**src/rtl/rjtx_pkg.sv**
```systemverilog
package rjtx_pkg;
    typedef enum logic [1:0] {
        IDLE   = 2'd0,
        SEND_R = 2'd1,
        SEND_L = 2'd2
    } tx_state_t;
endpackage

```
**src/rtl/rjtx_clkgen.sv**
```systemverilog
module rjtx_clkgen #(
    parameter int CLK_DIV = 2
) (
    input  logic clk,
    input  logic rst_n,
    output logic bclk,
    output logic fall_tick
);
    localparam int CW = (CLK_DIV > 1) ? $clog2(CLK_DIV) : 1;
    localparam logic [CW-1:0] LAST = CW'(CLK_DIV - 1);

    logic [CW-1:0] cnt_q;
    logic          bclk_q;
    logic          wrap;

    assign wrap      = (cnt_q == LAST);
    assign fall_tick = wrap & bclk_q;
    assign bclk      = bclk_q;

    always_ff @(posedge clk or negedge rst_n) begin
        if (!rst_n) begin
            cnt_q  <= '0;
            bclk_q <= 1'b0;
        end else begin
            cnt_q <= wrap ? '0 : cnt_q + CW'(1);
            if (wrap) bclk_q <= ~bclk_q;
        end
    end

    // bit clock toggles only after a full divider count
    a_r2_bclk_toggle: assert property (@(posedge clk) disable iff (!rst_n)
        !$stable(bclk_q) |-> $past(cnt_q) == LAST);
endmodule

```
**src/rtl/rjtx_frame.sv**
```systemverilog
module rjtx_frame
    import rjtx_pkg::*;
#(
    parameter int WORD_W    = 16,
    parameter int HALF_BITS = 16
) (
    input  logic              clk,
    input  logic              rst_n,
    input  logic              fall_tick,
    input  logic              pair_valid,
    output logic              pair_ready,
    input  logic [WORD_W-1:0] pair_left,
    input  logic [WORD_W-1:0] pair_right,
    output logic              wsel,
    output logic              sdout
);
    localparam int BW  = (HALF_BITS > 1) ? $clog2(HALF_BITS) : 1;
    localparam int PAD = HALF_BITS - WORD_W;
    localparam logic [BW-1:0] LAST_BIT = BW'(HALF_BITS - 1);

    tx_state_t         state_q, state_d;
    logic [BW-1:0]     bit_q, bit_d;
    logic [WORD_W-1:0] act_l, act_r, hold_l, hold_r;
    logic [WORD_W-1:0] nxt_l, nxt_r, word_d;
    logic              hold_full, take;
    logic              ws_q, sd_q;

    function automatic logic pick_bit(input logic [WORD_W-1:0] w, input logic [BW-1:0] pos);
        int p;
        p = int'(pos);
        if (p < PAD) return 1'b0;
        return w[WORD_W-1-(p-PAD)];
    endfunction

    // next-state logic
    always_comb begin
        state_d = state_q;
        bit_d   = bit_q;
        take    = 1'b0;
        if (fall_tick) begin
            unique case (state_q)
                IDLE: begin
                    if (hold_full) begin
                        state_d = SEND_R;
                        bit_d   = '0;
                        take    = 1'b1;
                    end
                end
                SEND_R: begin
                    if (bit_q == LAST_BIT) begin
                        state_d = SEND_L;
                        bit_d   = '0;
                    end else begin
                        bit_d = bit_q + BW'(1);
                    end
                end
                SEND_L: begin
                    if (bit_q == LAST_BIT) begin
                        state_d = SEND_R;
                        bit_d   = '0;
                        take    = hold_full;
                    end else begin
                        bit_d = bit_q + BW'(1);
                    end
                end
                default: state_d = IDLE;
            endcase
        end
    end

    assign nxt_l  = take ? hold_l : act_l;
    assign nxt_r  = take ? hold_r : act_r;
    assign word_d = (state_d == SEND_L) ? nxt_l : nxt_r;

    // state register
    always_ff @(posedge clk or negedge rst_n) begin
        if (!rst_n) begin
            state_q <= IDLE;
            bit_q   <= '0;
            act_l   <= '0;
            act_r   <= '0;
        end else begin
            state_q <= state_d;
            bit_q   <= bit_d;
            if (take) begin
                act_l <= hold_l;
                act_r <= hold_r;
            end
        end
    end

    // holding register and handshake
    always_ff @(posedge clk or negedge rst_n) begin
        if (!rst_n) begin
            hold_full <= 1'b0;
            hold_l    <= '0;
            hold_r    <= '0;
        end else if (pair_valid && !hold_full) begin
            hold_full <= 1'b1;
            hold_l    <= pair_left;
            hold_r    <= pair_right;
        end else if (take) begin
            hold_full <= 1'b0;
        end
    end

    assign pair_ready = ~hold_full;

    // serial outputs, updated on the falling-edge tick
    always_ff @(posedge clk or negedge rst_n) begin
        if (!rst_n) begin
            ws_q <= 1'b0;
            sd_q <= 1'b0;
        end else if (fall_tick && state_d != IDLE) begin
            ws_q <= (state_d == SEND_L);
            sd_q <= pick_bit(word_d, bit_d);
        end
    end

    assign wsel  = ws_q;
    assign sdout = sd_q;

    // word select changes only after the last bit of a half
    a_r4_ws_at_half_end: assert property (@(posedge clk) disable iff (!rst_n)
        !$stable(ws_q) |-> ($past(bit_q) == LAST_BIT && $past(state_q) != IDLE));
    // an accepted pair blocks further acceptance on the next cycle
    a_r7_hold_blocks: assert property (@(posedge clk) disable iff (!rst_n)
        (pair_valid && pair_ready) |=> !pair_ready);
    // the active pair changes only at a frame start
    a_r8_load_at_boundary: assert property (@(posedge clk) disable iff (!rst_n)
        !$stable(act_l) |-> ($past(fall_tick) && $past(state_q) != SEND_R && $past(bit_q) == LAST_BIT
                             || $past(state_q) == IDLE));
    // nothing leaves the pins before the first pair
    a_r10_idle_quiet: assert property (@(posedge clk) disable iff (!rst_n)
        (state_q == IDLE) |-> (!ws_q && !sd_q));
endmodule

```
**src/rtl/rj_audio_tx.sv**
```systemverilog
module rj_audio_tx #(
    parameter int WORD_W    = 16,
    parameter int HALF_BITS = 16,
    parameter int CLK_DIV   = 2
) (
    input  logic              clk,
    input  logic              rst_n,
    input  logic              pair_valid,
    output logic              pair_ready,
    input  logic [WORD_W-1:0] pair_left,
    input  logic [WORD_W-1:0] pair_right,
    output logic              bclk,
    output logic              wsel,
    output logic              sdout
);
    logic fall_tick;

    rjtx_clkgen #(.CLK_DIV(CLK_DIV)) u_clkgen (
        .clk       (clk),
        .rst_n     (rst_n),
        .bclk      (bclk),
        .fall_tick (fall_tick)
    );

    rjtx_frame #(.WORD_W(WORD_W), .HALF_BITS(HALF_BITS)) u_frame (
        .clk        (clk),
        .rst_n      (rst_n),
        .fall_tick  (fall_tick),
        .pair_valid (pair_valid),
        .pair_ready (pair_ready),
        .pair_left  (pair_left),
        .pair_right (pair_right),
        .wsel       (wsel),
        .sdout      (sdout)
    );

    // serial data moves only as the bit clock falls
    a_r3_data_on_fall: assert property (@(posedge clk) disable iff (!rst_n)
        !$stable(sdout) |-> $fell(bclk));
    // word select moves only as the bit clock falls
    a_r3_ws_on_fall: assert property (@(posedge clk) disable iff (!rst_n)
        !$stable(wsel) |-> $fell(bclk));
endmodule

```
**config.mk**
```make
export PLATFORM = sky130hd
export DESIGN_NAME = rj_audio_tx
export DESIGN_NICKNAME = d
export VERILOG_FILES = /design/src/rtl/rjtx_pkg.sv /design/src/rtl/rjtx_clkgen.sv /design/src/rtl/rjtx_frame.sv /design/src/rtl/rj_audio_tx.sv
export SDC_FILE = /design/constraint.sdc
export NUM_CORES = 1
export LEC_CHECK = 0
export BUFFER_PORTS_ARGS = -buffer_cell sky130_fd_sc_hd__buf_4
export CORE_ASPECT_RATIO = 0.8
export CORE_UTILIZATION = 45
export CTS_CLUSTER_DIAMETER = 30
export DETAILED_ROUTE_END_ITERATION = 10
export GPL_ROUTABILITY_DRIVEN = 0
export SETUP_SLACK_MARGIN = 0.05
export SKIP_CTS_REPAIR_TIMING = 1
export SLEW_MARGIN = 20
export SYNTH_ARGS = -nofsm -noshare
export SYNTH_HDL_FRONTEND = slang
export SYNTH_SLANG_ARGS = --single-unit
```
**constraint.sdc**
```tcl
create_clock -name clk -period 5.9 [get_ports clk]
set_input_delay 1.18 -clock clk [delete_from_list [all_inputs] [get_ports clk]]
set_output_delay 1.18 -clock clk [all_outputs]
set_load 0.02 [all_outputs]
```
# Word-level counts from Yosys, hierarchy flattened
# Index checks and enable logic that the tools add are counted.
# word_totals
regBits	75
latch_bits	0
ramBits	0
mem_bits_ro	0
wordCells	51
n_memories	0
# classes
add_sub_neg	3
n_mul	0
div_mod_pow	0
magnitude_cmp	1
n_eq_ne	4
shifts	0
mux	22
bitwise	3
n_reduce_logical	7
# ops
operator	n
two-way mux 16 bit	3
< comparator 32 x 6 -> 1 bit (second input constant)	1
two-way mux 4 bit	3
two-way mux 1 bit	8
two-way mux 2 bit	4
case mux 4 bit (2 select lines)	1
case mux 2 bit (3 select lines)	1
subtractor 4 x 4 -> 5 bit (first input constant)	1
adder 4 x 1 -> 4 bit (second input constant)	1
binary-select mux 1 bit (select 4 bit)	1
equality test 2 bit (second input constant)	2
equality test 4 bit (second input constant)	1
nonzero test 2 bit	2
equality test 2 x 1 -> 1 bit (second input constant)	1
logical AND 1 bit	2
logical NOT 2 bit	1
NOT 1 bit	2
case mux 1 bit (2 select lines)	1
OR reduction 2 bit	1
adder 1 bit (second input constant)	1
bitwise AND 1 bit	1
logical NOT 1 bit	1

# Longest topological paths before layout
# Gate-level depths: netlist (run 1).
# logic_depth
word_depth	9
depth_mapped	11
mapped_depth_nobuf	11

# Modules after synthesis
# Synthesis (run 1) repeated with hierarchy kept, for this count alone.
# hier_totals
cells_unflattened	253
area_unflattened_um2	3435.8
# by_module_without_submodules
module	n_inst	cells_per_inst	area_per_inst_um2
rjtx_frame	1	248	3365.7
rjtx_clkgen	1	5	70.1

# Worst setup path before layout (run 1)
# OpenSTA, ideal clock, no wires.
# synth_timing
kind	reg-to-reg
from	reg u_frame.state_q[0]
to	reg u_frame.sd_q (netlist: u_frame.sdout)
arrival_ps	2474
slack_ps	3298
path_stages_with_launch	10
path_buffers	0
synth_period_minus_slack_ps	2602
cell_sequence	dfrtp_1 > inv_1 > ha_1 > a41oi_1 > nor3_4 > mux2_2 > mux4_1 > o22a_2 > o221ai_2 > nor3_2
# synth_between
elab_chain_cells	8
# synth_rtl
element	line_no	source
start: declaration	rjtx_frame.sv:21	tx_state_t state_q, state_d;
start signal: assignment	rjtx_frame.sv:83	state_q <= state_d;
equality test 2 bit or logical NOT 2 bit (tied branches)	rjtx_frame.sv:41	unique case (state_q)
case mux 1 bit (2 select lines) *	rjtx_frame.sv:41	
two-way mux 1 bit *	rjtx_frame.sv:40	if (fall_tick) begin
two-way mux 16 bit *	n/a	
net u_frame.nxt_r[9]	rjtx_frame.sv:24	logic [WORD_W-1:0] nxt_l, nxt_r, word_d;
two-way mux 16 bit *	rjtx_frame.sv:73	assign word_d = (state_d == SEND_L) ? nxt_l : nxt_r;
binary-select mux 1 bit (select 4 bit) *	rjtx_frame.sv:32	return w[WORD_W-1-(p-PAD)];
two-way mux 1 bit (not written as such) * (2 in a row)	rjtx_frame.sv:32	
end signal: assignment	rjtx_frame.sv:116	sd_q <= pick_bit(word_d, bit_d);
end: declaration	rjtx_frame.sv:26	logic ws_q, sd_q;
# Mark *: on every way through the listed nets, which the timed path passes. The rest lies on a longest branch. The select of a mux whose other input is x is not followed.
# A chain may end at the register's enable or synchronous reset.

# Final worst setup path (run 1)
# Ends and elaborated chain as after synthesis.

==> impl_metrics.tcl, run 1 <==
set metrics [dict create \
    crit_arrival_ns 3.27 \
    ys_warn_count 0 \
    fin_skew_ns 0.00591 \
    rsz0062_at_grt "no" \
    fin_crit_ns 3.05 \
    critPathLaunchType "flip-flop" \
    synth_edf_count 0 \
    synth.top_cells.by_area "dfrtp_1 (54%), mux2_2 (20%), mux2i_1 (2.9%)" \
    ys_top_cells_by_count "dfrtp_1 (75), mux2_2 (62), nand2_1 (11), mux2i_1 (10), inv_1 (8)" \
    grt_pass1_wl_um 10800 \
    dieHeight_um 80.5 \
    r2r_cells 10 \
    p_per_area_mw_per_mm2 402 \
    clk_latency_ns 0.34 \
    rr_endpoint "u_frame.sdout" \
    portBuffers 38 \
    dr.pass1.iters 4 \
    cp_data_required_time_ns 6.12 \
    crit_fanout 36 \
    hold_depth 2 \
    cts_num_sinks 75 \
    syn-cell-area_mm2 0.00347 \
    reg2reg_slack_ns 2.85 \
    grtUsageTotal 0.177 \
    syn-num-nets 297 \
    grt_pass1_vias 2144 \
    ant_nets 0 \
    tritoncts "done" \
    num_vias 2140 \
    critPathKind "reg -> reg" \
    worst_pin_slew_ns 0.927 \
    hold_end "u_frame.act_l[7]" \
    final_max_slew_viol_count 0 \
    reg2reg_from "u_frame.state_q[0]" \
    viasPerCell 5.23 \
    drt_iter0_markers 101 \
    seqCellArea_mm2 0.00188 \
    critPathMaxStageDelay_ns 0.52 \
    area_growth_syn_to_layout_pct 16.3 \
    n_fill_cell 654 \
    layout-drive-gt1-share 0.424 \
    outcome "finished, final reports clean" \
    routed_wl_um 6210 \
    setup_viol 0 \
    p_leak_nw 1.69 \
    cts-root-buf "clkbuf_8" \
    multiInputGateArea_mm2 0.00150 \
    grt_antenna_before_repair 0 \
    synth-seq-cells 75 \
    dpl.hpwl_um 4280 \
    utilization 0.543 \
    crit_chain "inv_1 > ha_1 > a41oi_1 > nor3_4 > buf_4 > mux2_2 > mux4_1 > o22a_2 > o221ai_2 > nor3_2" \
    postSynth.asyncResetShare 1.00 \
    cp_top_family "multiplexers" \
    setup_tns_ns 0 \
    ys_seq_area_frac 0.541 \
    synth_cell_type_count 56 \
    hold_viol 0 \
    setup.worst_path.end_class "flip-flop" \
    grt_overflow_total 0 \
    fmax_ghz 0.328 \
    grt_max_degree 76 \
    synth_area_per_cell_um2 13.5 \
    synth_top_area_frac 0.541 \
    hp-start "u_frame.act_l[7]" \
    holdCritPathClass "reg -> reg" \
    crit_slowest_cell "mux4_1" \
    wire_per_inst_um 15.2 \
    initial_core_util 0.467 \
    fp.coreArea_mm2 0.00743 \
    drv_cap 0 \
    worstPathBufferInverterCount 2 \
    die-area_mm2 0.00806 \
    die_width_um 100 \
    period_share 0.516 \
    ctsLongestPathBuffers 2 \
    slew_headroom 0.382 \
    std_cell_rows 28 \
    ir_worst_vdd_uv 176 \
    htreeDepth 3 \
    antenna_cells 0 \
    nets 339 \
    ios 39 \
    drc 0 \
    synth_most_common_cell "dfrtp_1" \
    yosysTopAreaCell "dfrtp_1" \
    synth_ff_type "dfrtp_1" \
    cts_inserted_buffers 9 \
    clk_pin_slew_ns 0.08 \
    synthCells 257 \
]
sequential cells by signal, indices dropped and copies added, names as in the netlist:
signal	count
u_frame.sdout	1
u_frame.state_q	2
u_frame.act_r	16
u_frame.hold_r	16
u_frame.hold_l	16
u_frame.hold_full	1
u_frame.act_l	16
u_clkgen.cnt_q	1
u_frame.wsel	1
u_frame.bit_q	4
u_clkgen.bclk	1
area by class of cell:
class	instances	area share
sequential	75	0.465
multi-input combinational	164	0.371
timing repair buffer	40	0.0744
tap	105	0.0326
clock buffer	10	0.0316
clock inverter	6	0.0164
inverter	9	0.00837
worst min-delay path: cells and delay by family (launching register included):
kind	cells	cell delay [ns]
buffers and inverters	1	0.06
DFF	1	0.32
muxes	1	0.08
kinds of logic (layout without fill, tap and decap cells):
group / count (synthesis) / in the layout / synth area share
multiplexers: 75 / 75 / 0.250
flip-flops: 75 / 75 / 0.541
AND/OR/NAND/NOR: 44 / 44 / 0.0740
AO/OA/AOI/OAI: 39 / 39 / 0.0873
buffers and inverters: 18 / 65 / 0.0274
adder cells (fa/ha/maj): 5 / 5 / 0.0180
XOR/XNOR: 1 / 1 / 0.00253
how the worst max path moves through the flow:
stage	start	end	slack, ns	cells after the start
final	u_frame.state_q[0]	u_frame.sdout	2.85	10
after global routing	u_frame.state_q[0]	u_frame.sdout	2.66	10
after CTS	u_frame.state_q[0]	u_frame.sdout	2.83	10
after global placement	u_frame.state_q[0]	u_frame.sdout	2.91	10
after detailed placement	u_frame.state_q[0]	u_frame.sdout	2.85	10
after floorplan	u_frame.state_q[0]	u_frame.sdout	3.30	9
through the flow:
| step | power [W] | worst slack [ns] | instances | area [µm²] | hold WS, ns |
|---|---|---|---|---|---|
| after floorplan | 0.00112 | 3.30 | 257 | 3470 | 0.443 |
| after global placement | 0.00125 | 2.91 | 393 | 3840 | 0.478 |
| after detailed placement | 0.00126 | 2.85 | 393 | 3840 | 0.470 |
| after CTS | 0.00165 | 2.83 | 409 | 4040 | 0.492 |
| after global routing | 0.00174 | 2.66 | 409 | 4040 | 0.521 |
| final | 0.00162 | 2.85 | 409 | 4040 | 0.487 |
cells in the final DEF (no fill, tap or decap), drive strengths merged, types with 2 or more instances in the layout:
| cell type | count |
|---|---|
| a31oi | 2 |
| clkbuf | 10 |
| mux2 | 63 |
| nor3 | 4 |
| nor2 | 5 |
| a21o | 3 |
| nand2b | 2 |
| nand2 | 12 |
| a21oi | 7 |
| o22ai | 3 |
| nor2b | 4 |
| and2 | 3 |
| ha | 5 |
| and3 | 2 |
| a211oi | 2 |
| clkinv | 3 |
| o221ai | 2 |
| mux4 | 2 |
| inv | 8 |
| o21ai | 7 |
| dfrtp | 75 |
| o211ai | 2 |
| mux2i | 10 |
| buf | 40 |
| nand3 | 5 |
| clkinvlp | 3 |
layer usage:
layer  global-route usage  wire, µm  vias up
li1                     -         -     1028
met1                0.252      3020     1059
met2                0.267      2880       53
met3               0.0505       302        0
met4               0.0435         0        0
met5                    0         0        -
report_power, final:
group / switching [W] / leakage, nW / internal [W] / total (W)
combinational: 0.000203 / 0.716 / 0.000249 / 0.000451
sequential: 0.0000866 / 0.887 / 0.000707 / 0.000794
clock: 0.000183 / 0.0885 / 0.000195 / 0.000378
total: 0.000472 / 1.69 / 0.00115 / 0.00162
(Power assumes the default switching activity.)
==> run 2: changes to the inputs <==
Settings changed: PLACE_DENSITY set to 0.66.
Clock period 5.9 ns to 2.7 ns, I/O delays scaled along.
==> run 2 against run 1 <==
Compared with the run above: sequential share of layout area down 3.5 points; total power up 130%; clock power up 100%; clock skew up 0.0092 ns; largest cell class unchanged; die area unchanged; maximum frequency up 19%; design area up 8.1%; via count up 2.0%; combinational power rose to 2.6 times the previous value.
==> impl_metrics.tcl, run 2 (same netlist as run 1, synthesis figures left out) <==
set metrics [dict create \
    outcome "finished, final reports clean" \
    holdCritPathClass "in -> async" \
    drt_iter0_markers 97 \
    final_max_slew_viol_count 0 \
    std_cell_rows 28 \
    crit_fanout 5 \
    critPathMaxStageDelay_ns 0.46 \
    dpl_worst_slack_ns 0.00321 \
    dieHeight_um 80.5 \
    htreeDepth 3 \
    rsz0062_at_grt "yes" \
    seqCellArea_mm2 0.00188 \
    ant_nets 0 \
    place_area_mm2 0.00398 \
    wl_met3_um 201 \
    rr_endpoint "u_frame.sdout" \
    tritoncts "done" \
    period_share 0.945 \
    stdcell_area_mm2 0.00436 \
    viasPerCell 5.06 \
    cts-root-buf "clkbuf_8" \
    cp_data_required_time_ns 2.92 \
    area_growth_syn_to_layout_pct 25.8 \
    portBuffers 38 \
    reg2reg_from "u_frame.state_q[0]" \
    antenna_cells 0 \
    clk_latency_ns 0.34 \
    cts_inserted_buffers 9 \
    grt_pass1_vias 2118 \
    slew_headroom 0.528 \
    wire_per_inst_um 15.3 \
    fmax_ghz 0.392 \
    grt_antenna_before_repair 0 \
    drc 0 \
    ir_worst_vdd_uv 350 \
    n_fill_cell 648 \
    dpl.hpwl_um 4520 \
    layout_setup_ws_ns 0.147 \
    fin_crit_ns 2.55 \
    drv_cap 0 \
    dr.pass1.iters 4 \
    ios 39 \
    die_width_um 100 \
    routed_wl_um 6600 \
    hold_viol 0 \
    power.total_w 0.00366 \
    layout-drive-gt1-share 0.515 \
    clk_pin_slew_ns 0.08 \
    crit_slowest_cell "mux4_2" \
    fin_skew_ns 0.0151 \
    reg2reg_slack_ns 0.15 \
    ctsLongestPathBuffers 2 \
    grt_pass1_wl_um 10700 \
    cts_num_sinks 75 \
    grt_max_degree 47 \
    critPathKind "reg -> reg" \
    wl_met1_um 3410 \
    grtUsageTotal 0.175 \
    crit_arrival_ns 2.77 \
    grt_overflow_total 0 \
    worst_pin_slew_ns 0.704 \
    num_vias 2183 \
    die-area_mm2 0.00806 \
    p_leak_nw 1.83 \
    met2RoutedLength_um 2960 \
    setup_viol 0 \
    highest_layer "met4" \
    crit_chain "inv_4 > ha_4 > a41oi_2 > nor3_4 > buf_6 > buf_12 > mux2_2 > mux4_2 > o22a_2 > o221ai_2 > nor3_2" \
    initial_core_util 0.467 \
    nets 361 \
    p_per_area_mw_per_mm2 840 \
    r2r_cells 11 \
    multiInputGateArea_mm2 0.00159 \
    critPathLaunchType "flip-flop" \
    layout.cells.most_common "dfrtp_1" \
    utilization 0.587 \
    final_cell_mix "dfrtp_1 (74), mux2_2 (62), buf_4 (55), nand2_1 (11), clkbuf_8 (10)" \
    fp.coreArea_mm2 0.00743 \
    setup.worst_path.end_class "flip-flop" \
]
==> run 2: cell types whose count changed in the layout (fill, tap and decap cells not counted), moves of 2 or more <==
cell and delta:
buf_4 +15, ha_1 -5, ha_4 +4, buf_12 +3
clkinvlp_4 -3, buf_6 +2, clkbuf_16 +2, inv_1 -2
mux4_1 -2, mux4_2 +2
==> run 2: stage by stage <==
step | TNS (ns) | std cells | hold WS [ns]
5_1_grt | 0 | 431 | 0.224
4_1_cts | -0.0102 | 422 | 0.202
3_3_place_gp | 0 | 406 | 0.478
2_1_floorplan | 0 | 257 | 0.244
3_5_place_dp | 0 | 406 | 0.481
6_report | 0 | 431 | 0.201
==> run 2: cell type report <==
cell class,count,area share
clock buffer,11,0.0324
sequential,75,0.431
inverter,9,0.00832
tap,105,0.0301
timing repair buffer,62,0.125
clock inverter,5,0.00832
multi-input combinational,164,0.365
==> run 2: how the worst max path moves through the flow <==
stage	cells past startpoint	slack [ns]	endpoint	start
2_1_floorplan	9	0.1	u_frame.sdout	u_frame.state_q[0]
3_5_place_dp	11	0.003	u_frame.sdout	u_frame.state_q[1]
5_1_grt	11	0.03	u_frame.sdout	u_frame.state_q[0]
4_1_cts	11	-0.01	u_frame.sdout	u_frame.state_q[1]
6_report	11	0.15	u_frame.sdout	u_frame.state_q[0]
3_3_place_gp	11	0.02	u_frame.sdout	u_frame.state_q[1]
==> run 2: worst max-delay path, delay by kind of cell, from the launching register on <==
kind	cells	cell delay (ns)
buffers and inverters	3	0.36
muxes	2	0.79
AOI/OAI and AO/OA	3	0.42
adders and majority gates	1	0.15
and+or+nand+nor	2	0.30
DFF	1	0.42
==> run 2: power by group <==
group | switching (W) | internal (W) | total [W]
combinational | 0.000515 | 0.000652 | 0.00117
clock | 0.000403 | 0.000362 | 0.000765
sequential | 0.000186 | 0.00155 | 0.00173
==> run 2: metal layers <==
| layer | vias to the layer above | track usage |
|---|---|---|
| met2 | 35 | 0.250 |
| met1 | 1078 | 0.256 |
| met3 | 2 | 0.0548 |
| met5 | - | 0 |
| met4 | 0 | 0.0478 |
| li1 | 1068 | - |
==> run 3: changes to the inputs <==
Settings changed: CELL_PAD_IN_SITES_DETAIL_PLACEMENT set to 1, CELL_PAD_IN_SITES_GLOBAL_PLACEMENT set to 2, CORE_UTILIZATION 45 to 36, PLACE_DENSITY 0.66 to unset, PLACE_DENSITY_LB_ADDON set to 0.1, SLEW_MARGIN 20 to 40.
==> run 3 against run 2 <==
Compared with the run above: the run now ends with DRC left; clock power grew 79%; sequential power is essentially flat; combinational power grew 9%; hold slack gained 0.0084 ns; global-route usage shrank 1.6 points; worst setup slack lost 0.049 ns.
==> impl_metrics.tcl, run 3 (same netlist as run 1, synthesis figures left out) <==
set metrics [dict create \
    outcome "finished with violations" \
    layout.cells.most_common "dfrtp_1" \
    routed_wl_um 7770 \
    grt_max_degree 76 \
    num_vias 2282 \
    violations "DRC" \
    ant_nets 0 \
    period_share 0.963 \
    initial_core_util 0.377 \
    grtUsageTotal 0.159 \
    grt_antenna_before_repair 0 \
    grt_pass1_wl_um 12500 \
    hold_viol 0 \
    nets 364 \
    dpl_worst_slack_ns -0.0544 \
    crit_slowest_cell "mux4_2" \
    htreeDepth 3 \
    dieHeight_um 89.8 \
    grt_pass1_vias 2440 \
    final_cell_mix "dfrtp_1 (74), mux2_2 (57), buf_4 (57), nand2_1 (11), clkbuf_16 (10)" \
    fin_skew_ns 0.00693 \
    grt_overflow_total 0 \
    ir_worst_vdd_uv 439 \
    final_max_slew_viol_count 0 \
    wire_per_inst_um 17.5 \
    finalHoldWorstSlack_ns 0.210 \
    critPathLaunchType "flip-flop" \
    portBuffers 38 \
    tritoncts "done" \
    crit_arrival_ns 2.82 \
    crit_fanout 5 \
    cp_data_required_time_ns 2.91 \
    setup_viol 0 \
    ios 39 \
    area_growth_syn_to_layout_pct 33.4 \
    p_per_area_mw_per_mm2 948 \
    drv_cap 0 \
    layout-drive-gt1-share 0.541 \
    die-area_mm2 0.0100 \
    r2r_cells 12 \
    worst_pin_slew_ns 0.562 \
    clk_latency_ns 0.33 \
    drc 2 \
    utilization 0.503 \
    setup.worst_path.end_class "flip-flop" \
    layout_setup_ws_ns 0.0986 \
    dpl.hpwl_um 5070 \
    setup_tns_ns 0 \
    p_leak_nw 1.94 \
    viasPerCell 5.14 \
    std_cell_rows 31 \
    slew_headroom 0.625 \
    cts_num_sinks 75 \
    critPathMaxStageDelay_ns 0.47 \
    fin_crit_ns 2.60 \
    ctsLongestPathBuffers 2 \
    crit_top_cell "buf_6" \
    clk_pin_slew_ns 0.06 \
    cts_inserted_buffers 9 \
    crit_chain "inv_2 > buf_6 > ha_4 > a41oi_2 > nor3_4 > buf_6 > clkbuf_16 > mux2_2 > mux4_2 > o22a_2 > o221ai_2 > nor3_2" \
    cts-root-buf "clkbuf_16" \
    holdCritPathClass "in -> async" \
    critPathKind "reg -> reg" \
    fmax_ghz 0.384 \
    antenna_cells 0 \
    dr.pass1.iters 7 \
    die_width_um 112 \
    fp.coreArea_mm2 0.00919 \
    drt_iter0_markers 73 \
]
run 3: area by class of cell:
| class | count | area [µm²] |
|---|---|---|
| flip-flops and latches | 75 | 1880 |
| clock inverters | 6 | 113 |
| repair buffers | 65 | 567 |
| clock buffers | 10 | 229 |
| fillers | 916 | 4570 |
| inverters | 9 | 37.5 |
| multi-input cells | 164 | 1660 |
| well taps | 115 | 144 |
run 3: report_power, final:
group / internal (W) / switching (W) / total [W]
logic: 0.000707 / 0.000576 / 0.00128
registers: 0.00155 / 0.000187 / 0.00174
clock network: 0.000906 / 0.000462 / 0.00137
total: 0.00316 / 0.00123 / 0.00439
run 3: routing by layer:
layer	routed length [µm]	vias to the layer above	GRT usage
li1	-	1069	-
met1	3730	1169	0.218
met2	3670	35	0.238
met3	248	9	0.0432
met4	117	0	0.0642
met5	0	-	0
run 3: worst paths after layout:
path / from / endpoint / slack (ns)
worst min-delay path: rst_n / u_frame.hold_l[15] / 0.21
worst max-delay path: u_frame.state_q[0] / u_frame.sdout / 0.1
max in group asynchronous: rst_n / u_frame.state_q[1] / 2.14
min in group clk: pair_valid / u_frame.hold_full / 0.43
worst min register to register: u_frame.act_l[9] / u_frame.act_l[9] / 0.50
worst max register to register: u_frame.state_q[0] / u_frame.sdout / 0.1
run 3: worst max-delay path, delay by kind of cell, from the launching register on:
family	cells	cell delay (ns)
compound gates	3	0.31
buf+inv	4	0.53
simple gates	2	0.28
mux	2	0.81
flops	1	0.38
fa+ha+maj	1	0.15
run 3: through the flow:
step,cells,instance area [µm²],total power [W]
2_1_floorplan,257,3470,0.00245
3_3_place_gp,418,4000,0.00279
3_5_place_dp,418,4000,0.00282
4_1_cts,434,4350,0.00422
5_1_grt,444,4630,0.00467
6_report,444,4630,0.00439
